$ cat config.mk
export PLATFORM = sky130hd
export DESIGN_NAME = xbus_zone_ctrl
export DESIGN_NICKNAME = d
export VERILOG_FILES = /design/src/rtl/xbus_zone_ctrl.sv
export SDC_FILE = /design/constraint.sdc
export NUM_CORES = 1
export LEC_CHECK = 0
export BUFFER_PORTS_ARGS = -buffer_cell sky130_fd_sc_hd__buf_2
export CAP_MARGIN = 5
export CORE_ASPECT_RATIO = 0.6
export CORE_MARGIN = 4
export CORE_UTILIZATION = 40
export CTS_BUF_LIST = sky130_fd_sc_hd__clkbuf_8 sky130_fd_sc_hd__clkbuf_16
export CTS_CLUSTER_SIZE = 40
export DETAILED_ROUTE_END_ITERATION = 12
export MAX_ROUTING_LAYER = met4
export PLACE_DENSITY_LB_ADDON = 0.08
export SYNTH_ARGS = -nofsm -noshare
export SYNTH_HDL_FRONTEND = slang
export SYNTH_SLANG_ARGS = --single-unit
export TNS_END_PERCENT = 1
$ cat constraint.sdc
create_clock -name clk -period 3.32 [get_ports clk]
set_clock_uncertainty 0.05 [all_clocks]
set_input_delay 0.332 -clock clk [delete_from_list [all_inputs] [get_ports clk]]
set_output_delay 0.332 -clock clk [all_outputs]
set_load 0.02 [all_outputs]
$ cat src/rtl/xbus_zone_ctrl.sv
module xbus_zone_ctrl #(
  parameter int AW = 20,
  parameter int DW = 32,
  parameter int SW = 3,
  parameter int WW = 5,
  parameter int HW = 3
) (
  input  logic              clk,
  input  logic              rst_n,
  input  logic              req_valid,
  input  logic              req_write,
  input  logic [AW+2:0]     req_addr,
  input  logic [DW-1:0]     req_wdata,
  output logic              busy,
  output logic              done,
  output logic              err,
  output logic [DW-1:0]     rdata,
  input  logic              cfg_we,
  input  logic [1:0]        cfg_zone,
  input  logic [SW+WW+HW:0] cfg_data,
  output logic [AW-1:0]     ext_addr,
  output logic [2:0]        ext_cs_n,
  output logic              ext_rd_n,
  output logic              ext_wr_n,
  output logic [DW-1:0]     ext_dout,
  output logic              ext_doe,
  input  logic [DW-1:0]     ext_din,
  input  logic              ext_ready
);
  localparam int CW   = SW + WW + HW + 1;
  localparam int MX   = (SW > HW) ? SW : HW;
  localparam int CNTW = (WW > MX) ? WW : MX;

  typedef enum logic [1:0] {IDLE, LEAD, ACT, TRAIL} st_t;

  st_t             st;
  logic [CNTW-1:0] cnt;
  logic [CW-1:0]   cfg_q [3];
  logic [CW-1:0]   sel_cfg;
  logic [1:0]      zidx, zone_q;
  logic            hit, wr_q, rdy_q, r1, r2;
  logic [WW-1:0]   wait_q;
  logic [HW-1:0]   hold_q;
  logic [AW-1:0]   addr_q;
  logic [DW-1:0]   wdata_q;
  logic [2:0]      ztop;

  for (genvar z = 0; z < 3; z++) begin : g_cfg
    always_ff @(posedge clk) begin
      if (!rst_n)
        cfg_q[z] <= {1'b0, {HW{1'b1}}, {WW{1'b1}}, {SW{1'b1}}};
      else if (cfg_we && cfg_zone == 2'(z))
        cfg_q[z] <= cfg_data;
    end
  end

  assign ztop    = req_addr[AW+2:AW];
  assign hit     = (ztop == 3'b000) || (ztop == 3'b110) || (ztop == 3'b111);
  assign zidx    = (ztop == 3'b000) ? 2'd0 : (ztop == 3'b110) ? 2'd1 : 2'd2;
  assign sel_cfg = (zidx == 2'd0) ? cfg_q[0] : (zidx == 2'd1) ? cfg_q[1] : cfg_q[2];

  always_ff @(posedge clk) begin
    if (!rst_n) begin
      r1 <= 1'b0;
      r2 <= 1'b0;
    end else begin
      r1 <= ext_ready;
      r2 <= r1;
    end
  end

  always_ff @(posedge clk) begin
    if (!rst_n) begin
      st      <= IDLE;
      cnt     <= '0;
      done    <= 1'b0;
      err     <= 1'b0;
      rdata   <= '0;
      zone_q  <= 2'd0;
      wr_q    <= 1'b0;
      rdy_q   <= 1'b0;
      wait_q  <= '0;
      hold_q  <= '0;
      addr_q  <= '0;
      wdata_q <= '0;
    end else begin
      done <= 1'b0;
      err  <= 1'b0;
      unique case (st)
        IDLE: if (req_valid) begin
          if (hit) begin
            st      <= LEAD;
            cnt     <= CNTW'(sel_cfg[SW-1:0]);
            wait_q  <= sel_cfg[SW+WW-1:SW];
            hold_q  <= sel_cfg[SW+WW+HW-1:SW+WW];
            rdy_q   <= sel_cfg[CW-1];
            zone_q  <= zidx;
            wr_q    <= req_write;
            addr_q  <= req_addr[AW-1:0];
            wdata_q <= req_wdata;
          end else begin
            done <= 1'b1;
            err  <= 1'b1;
          end
        end
        LEAD: if (cnt == '0) begin
          st  <= ACT;
          cnt <= CNTW'(wait_q);
        end else cnt <= cnt - CNTW'(1);
        ACT: if (cnt != '0) cnt <= cnt - CNTW'(1);
        else if (!rdy_q || (r1 && r2)) begin
          st  <= TRAIL;
          cnt <= CNTW'(hold_q);
          if (!wr_q) rdata <= ext_din;
        end
        TRAIL: if (cnt == '0) begin
          st   <= IDLE;
          done <= 1'b1;
        end else cnt <= cnt - CNTW'(1);
        default: st <= IDLE;
      endcase
    end
  end

  assign busy        = (st != IDLE);
  assign ext_cs_n[0] = !(busy && zone_q == 2'd0);
  assign ext_cs_n[1] = !(busy && zone_q == 2'd1);
  assign ext_cs_n[2] = !(busy && zone_q == 2'd2);
  assign ext_rd_n    = !(st == ACT && !wr_q);
  assign ext_wr_n    = !(st == ACT && wr_q);
  assign ext_doe     = busy && wr_q;
  assign ext_dout    = wdata_q;
  assign ext_addr    = addr_q;
endmodule

==> flow_metrics.tcl, run 1 <==
set metrics [dict create \
    cts_root_buf "clkbuf_16" \
    cp-start-kind "flop" \
    dpl.hpwl_mm 11.32 \
    drv_cap 0 \
    synthSimpleGateAreaFrac_pct 20.82 \
    synth-compound-area-share_pct 16.91 \
    hold_buffers 0 \
    crit_required_ps 3550 \
    rsz0062_at_grt "false" \
    ir_drop_uv 351.7 \
    hold_path.class "input port to flop" \
    final_common_cell "buf_2" \
    synth-edff-count 36 \
    yosys_warnings 0 \
    grt-ovfl-total 0 \
    synthMuxAreaShare_pct 1.699 \
    synth-adder-area-share_pct 1.274 \
    layout.nets 931 \
    worst_setup_path_end_kind "flop" \
    drc_errors 0 \
    internal_power_w 0.003571 \
    clock_latency_ps 410 \
    p_comb_share_pct 19.4 \
    post_cts_buffers 0 \
    grt_max_degree 111 \
    layout_min_cycle_time_ps 2582 \
    dpl.cell_count 997 \
    grt_first_pass_wirelength_mm 23.52 \
    worstMarginPinSlew_ps 1170 \
    grt_pass1_vias 4607 \
    p_clk_share_pct 40.3 \
    dr.pass1.iters 5 \
    ant_nets 0 \
    cts_tree "yes" \
    swShare_pct 28.61 \
    final_cell_mix "199 x buf_2, 184 x nand2_1, 107 x dfxtp_1" \
    post-route-util_pct 52.84 \
    clock.fmax_mhz 387.3 \
    pin_count 200 \
    gp_congestion 0.7619 \
    ys.flop_type "dfxtp_1" \
    viasPerCell 4.824 \
    drt_iter0_markers 223 \
    setup_viol 0 \
    hold_violations 0 \
    cts_buffers 17 \
    synth_seq_cells 143 \
    htree_levels 4 \
    cp.arrival_ps 2810 \
    dieHeight_um 102 \
    wire_per_inst_um 15.25 \
    die_w_um 164.7 \
    cts_buffer_depth 2 \
    core-area_um2 14460 \
    num_vias 4974 \
    pwr-share-seq_pct 40.4 \
    total_power_w 0.005002 \
    slew_headroom_pct 21.99 \
    stdcell_count 1031 \
    synth_cells 636 \
    pwr_density_cell_nw_per_um2 654.5 \
    cp_max_fo 32 \
    synth_xor_area_share_pct 0.5947 \
    die-area_um2 16800 \
    synth-async-reset-ratio_pct 0 \
    cts-resized-gates 0 \
    netlist_area_um2 5891 \
    grtUsageTotal_pct 18.47 \
    criticalPathCategory "flop to flop" \
    fp-row-count 34 \
    wirelength_mm 15.72 \
    ys_seq_area_share_pct 54.72 \
    synth_cell_types 42 \
    drv_slew 0 \
    synth_top_family_by_area "simple AND/OR/NAND/NOR gates" \
    tns_ps 0 \
    clk_pin_slew_ps 60 \
    min_period_over_period_pct 77.77 \
    p_leak_nw 3.223 \
    drive_gt1_share_pct 32.25 \
    antenna_found_initial 1 \
    status "finished, final reports clean" \
    switching_power_w 0.001431 \
    avgSynthCellArea_um2 9.262 \
    fillers 1400 \
    clock_sinks 143 \
    syn-num-nets 749 \
    start_util_pct 40.73 \
    syn2layout_area_growth_pct 29.74 \
    io_buffers 199 \
]
[critical path: stages (launching register included)]
cell and delay (ps):
dfxtp_1 340, inv_1 90, ha_1 160, or4b_1 600, a21o_1 250, or2_1 620
nand2_1 230, a21boi_0 110
[cell usage after synthesis (all sizes together) (7+ instances only)]
library cell	count	area [µm²]
or3	14	87.58
clkbuf	28	105.1
nand3	14	70.07
a21oi	19	98.85
edfxtp	36	1081
nor2	24	92.59
o21ai	22	110.1
inv	7	26.28
nand2	184	690.7
or2	24	150.1
mux2i	10	100.1
a21boi	86	645.6
buf	16	103.8
dfxtp	107	2142
[power groups by stage]
stage / Sequential, W / Combinational [W] / Clock (W)
after global routing: 0.00204 / 0.00109 / 0.00214
after CTS: 0.00202 / 0.000979 / 0.00206
after global placement: 0.00205 / 0.000960 / 0
after floorplan: 0.00214 / 0.000555 / 0
final: 0.00202 / 0.000968 / 0.00201
after detailed placement: 0.00206 / 0.000976 / 0
[metal layers]
| metal | vias to the layer above | global-route usage [%] | part of all wire [%] |
|---|---|---|---|
| met1 | 2295 | 25.20 | 47 |
| met3 | 6 | 5.441 | 8.4 |
| met4 | 0 | 4.153 | 0.51 |
| met5 | - | - | 0 |
| li1 | 2510 | - | - |
| met2 | 163 | 27.30 | 44 |
[registers in the layout, indices dropped and copies added (netlist names)]
name / flops
hold_q: 3
st: 2
done: 1
r2: 1
rdy_q: 1
rdata: 32
cnt: 5
err: 1
r1: 1
wait_q: 5
cfg_q: 36
ext_dout: 32
ext_addr: 20
zone_q: 2
wr_q: 1
[metrics by stage]
step	hold slack, ps	cell area (µm²)	worst slack [ps]
CTS	81.96	7637	734.3
floorplan	385.3	5891	1310
detailed placement	393.2	7005	742.1
global route	93.27	7640	494.4
finish	97.56	7642	737.9
global placement	387.3	7005	858.5
[area by class of cell]
type / instances / area, µm² / area share (%)
well taps: 198 / 247.7 / 3.242
inverters: 7 / 26.28 / 0.3438
repair buffers: 207 / 1069 / 13.98
clock inverters: 13 / 156.4 / 2.046
multi-input cells: 442 / 2440 / 31.93
diodes: 2 / 5.005 / 0.06549
flip-flops and latches: 143 / 3223 / 42.17
clock buffers: 19 / 475.5 / 6.221
[cells by family (layout without fill, tap and decap cells)]
logic type,count (synthesis),after routing
simple gates,278,278
compound gates,144,144
flops,143,143
buf+inv,51,246
mux,10,10
fa+ha+maj,6,6
xor+xnor,4,4
other cells,0,2
[path summary, 6_finish.rpt]
| kind | cells past startpoint | to | slack, ps | start |
|---|---|---|---|---|
| min | 2 | r1 | 100 | ext_ready |
| max | 7 | rdata[4] | 740 | cnt[0] |
| min reg2reg | 2 | rdata[3] | 400 | rdata[3] |
| max reg2reg | 7 | rdata[4] | 740 | cnt[0] |
Note: power is estimated with default switching activity, not from simulation.
==> run 2, diff against run 1 <==
--- a/config.mk
+++ b/config.mk
@@ -5,6 +5,7 @@
 export SDC_FILE = /design/constraint.sdc
 export NUM_CORES = 1
 export LEC_CHECK = 0
+export ABC_AREA = 1
 export BUFFER_PORTS_ARGS = -buffer_cell sky130_fd_sc_hd__buf_2
 export CAP_MARGIN = 5
 export CORE_ASPECT_RATIO = 0.6
==> constraint.sdc (replaced) <==
create_clock -name clk -period 2.5 [get_ports clk]
set_clock_uncertainty 0.05 [all_clocks]
set_input_delay 0.25 -clock clk [delete_from_list [all_inputs] [get_ports clk]]
set_output_delay 0.25 -clock clk [all_outputs]
set_load 0.02 [all_outputs]
==> run 2 against run 1 <==
  * Utilization up 1.2 points
  * Register-to-register slack worse by 390 ps
  * Maximum frequency up 20%
  * Via count up 5.7%
  * Total power up 51%
  * Final area down 1.3%
==> flow_metrics.tcl, run 2 <==
set metrics [dict create \
    drt_iter0_markers 288 \
    largest_register_ffs 36 \
    ir_drop_uv 568.0 \
    start_util_pct 41.83 \
    p_leak_nw 3.511 \
    drc_errors 0 \
    antenna_found_initial 0 \
    layout_min_cycle_time_ps 2149 \
    fp-row-count 33 \
    grtUsageTotal_pct 18.38 \
    hold_path.class "input port to flop" \
    core-area_um2 13960 \
    cp_slowest_stage_delay_ps 470 \
    cpMaxStageDelayCell "nand3_4" \
    drive_gt1_share_pct 27.14 \
    final_common_cell "buf_2" \
    yosysTopAreaCell "dfxtp_1" \
    grt_first_pass_wirelength_mm 23.86 \
    ys.flop_type "dfxtp_1" \
    netlist_area_um2 5838 \
    synth_seq_cells 143 \
    die-area_um2 16660 \
    cts_tree "yes" \
    pwr_density_cell_nw_per_um2 1000 \
    clock_latency_ps 400 \
    grt-ovfl-total 0 \
    ys_seq_area_share_pct 55.21 \
    avgSynthCellArea_um2 8.131 \
    crit_family "simple AND/OR/NAND/NOR gates" \
    yosys_warnings 0 \
    drv_slew 0 \
    cp_max_fo 64 \
    wire_per_inst_um 13.69 \
    setup_viol 0 \
    cts_root_buf "clkbuf_16" \
    clock.fmax_mhz 465.3 \
    final_cell_mix "199 x buf_2, 137 x nand2_1, 119 x nor2_1" \
    ant_nets 0 \
    die_w_um 164.0 \
    criticalPathCategory "flop to flop" \
    worst_setup_path_end_kind "flop" \
    synth-async-reset-ratio_pct 0 \
    syn-num-nets 831 \
    min_period_over_period_pct 85.97 \
    status "finished, final reports clean" \
    viasPerCell 4.724 \
    path_cells "inv_1, ha_1, inv_1, nor2_2, nand3_4, o21ai_0, a21oi_1" \
    critPathBufInv 2 \
    gp_congestion 0.8752 \
    place_ws_ps 358.3 \
    num_vias 5258 \
    io_buffers 199 \
    dr.pass1.iters 5 \
    post-route-util_pct 54.06 \
    cts_buffer_depth 2 \
    pin_count 200 \
    crit_top_cell "inv_1" \
    yosys.area.top_type_share_pct 36.69 \
    grt_max_degree 107 \
    total_power_w 0.007545 \
    whs_ps 30.37 \
    drv_cap 0 \
    diodes 0 \
    cts_buffers 17 \
    clock_sinks 143 \
    grt_pass1_vias 4938 \
    synth_cells 718 \
    fillers 1339 \
    ys_top_cells_by_count "137 x nand2_1, 119 x nor2_1, 107 x dfxtp_1" \
    worstMarginPinSlew_ps 885.2 \
    netlist_top_cells_area "dfxtp_1 37%, edfxtp_1 19%, nand2_1 8.8%, nor2_1 7.7%, o21ai_0 6.7%" \
    dieHeight_um 101.6 \
    yosys.cell_count.top_type "nand2_1" \
    dpl.hpwl_mm 11.02 \
    cp.arrival_ps 2370 \
    htree_levels 4 \
    regMostFlops "cfg_q" \
    layout.nets 1021 \
    synth_cell_types 31 \
    synth-edff-count 36 \
    cp-start-kind "flop" \
    post_cts_buffers 0 \
    syn2layout_area_growth_pct 29.23 \
    slew_headroom_pct 40.99 \
    rsz0062_at_grt "false" \
    crit_required_ps 2720 \
    tns_ps 0 \
    hold_violations 0 \
    fin_ws_ps 350.8 \
    wirelength_mm 15.24 \
    clk_pin_slew_ps 60 \
]
==> run 2: changes by cell type after synthesis, moves of 6 or more <==
cell / change
clkbuf_1: -19
buf_2: +6
o21ai_1: +18
inv_1: +66
a21boi_1: -30
mux2i_1: -10
nor2_1: +96
nand2_1: -47
a21oi_1: +41
or3_1: -14
nand4_1: +9
a21boi_0: -56
or2_2: -22
o21ai_0: +56
==> run 2: area by class of cell <==
class | instances | area (µm²) | share of cell area [%]
Clock buffer | 19 | 464.2 | 6.153
Clock inverter | 13 | 126.4 | 1.675
Inverter | 80 | 300.3 | 3.980
Multi-Input combinational cell | 459 | 2107 | 27.93
Sequential cell | 143 | 3223 | 42.72
Tap cell | 192 | 240.2 | 3.184
Timing Repair Buffer | 207 | 1084 | 14.36
==> run 2: worst paths after layout <==
| path | startpoint | endpoint | slack, ps | cells past startpoint |
|---|---|---|---|---|
| worst max-delay path | st[0] | rdata[0] | 350 | 7 |
| worst min-delay path | req_wdata[21] | ext_dout[21] | 30 | 3 |
| worst max register to register | st[0] | rdata[0] | 350 | 7 |
| worst min register to register | r1 | r2 | 390 | 2 |
==> run 2: cell families (layout without fill, tap and decap cells) <==
family / count (synthesis) / count (layout) / synth area share, %
buffers and inverters: 116 / 319 / 8.701
adder cells (fa/ha/maj): 6 / 6 / 1.286
AND/OR/NAND/NOR: 292 / 292 / 20.75
flip-flops: 143 / 143 / 55.21
XOR/XNOR: 1 / 1 / 0.1500
AO/OA/AOI/OAI: 160 / 160 / 13.91
==> run 2: per-layer routing <==
metal  part of all wire [%]  global-route usage, %  vias to the layer above  routed length [µm]
li1                       -                      -                     2682                   -
met1                     49                  25.41                     2387                7392
met2                     43                  27.24                      178                6558
met3                    7.6                  4.636                       11                1158
met4                   0.86                  4.317                        0                 131
met5                      0                      -                        -                   0
==> run 2: power breakdown <==
| group | internal [W] | switching (W) | total [W] |
|---|---|---|---|
| clock | 0.00147 | 0.00101 | 0.00249 |
| sequential | 0.00276 | 0.000203 | 0.00296 |
| combinational | 0.000702 | 0.00139 | 0.00209 |
| total | 0.00494 | 0.00261 | 0.00755 |
==> run 2: timing repair <==
item                      CTS  global route
hold buffers                1             0
hold endpoints to repair    1             0
resized for setup           0             0
==> run 2: metrics by stage <==
step                      cell area, µm²  instances
after floorplan                     5838        718
after global placement              6944       1080
after detailed placement            6944       1080
after CTS                           7545       1113
after global routing                7545       1113
final                               7545       1113
==> run 2: worst register-to-register path, delay by kind of cell (launching register included) <==
family	cells	cell delay (ps)
AOI/OAI and AO/OA	2	490
adders and majority gates	1	300
buffers and inverters	2	220
DFF	1	340
and+or+nand+nor	2	630
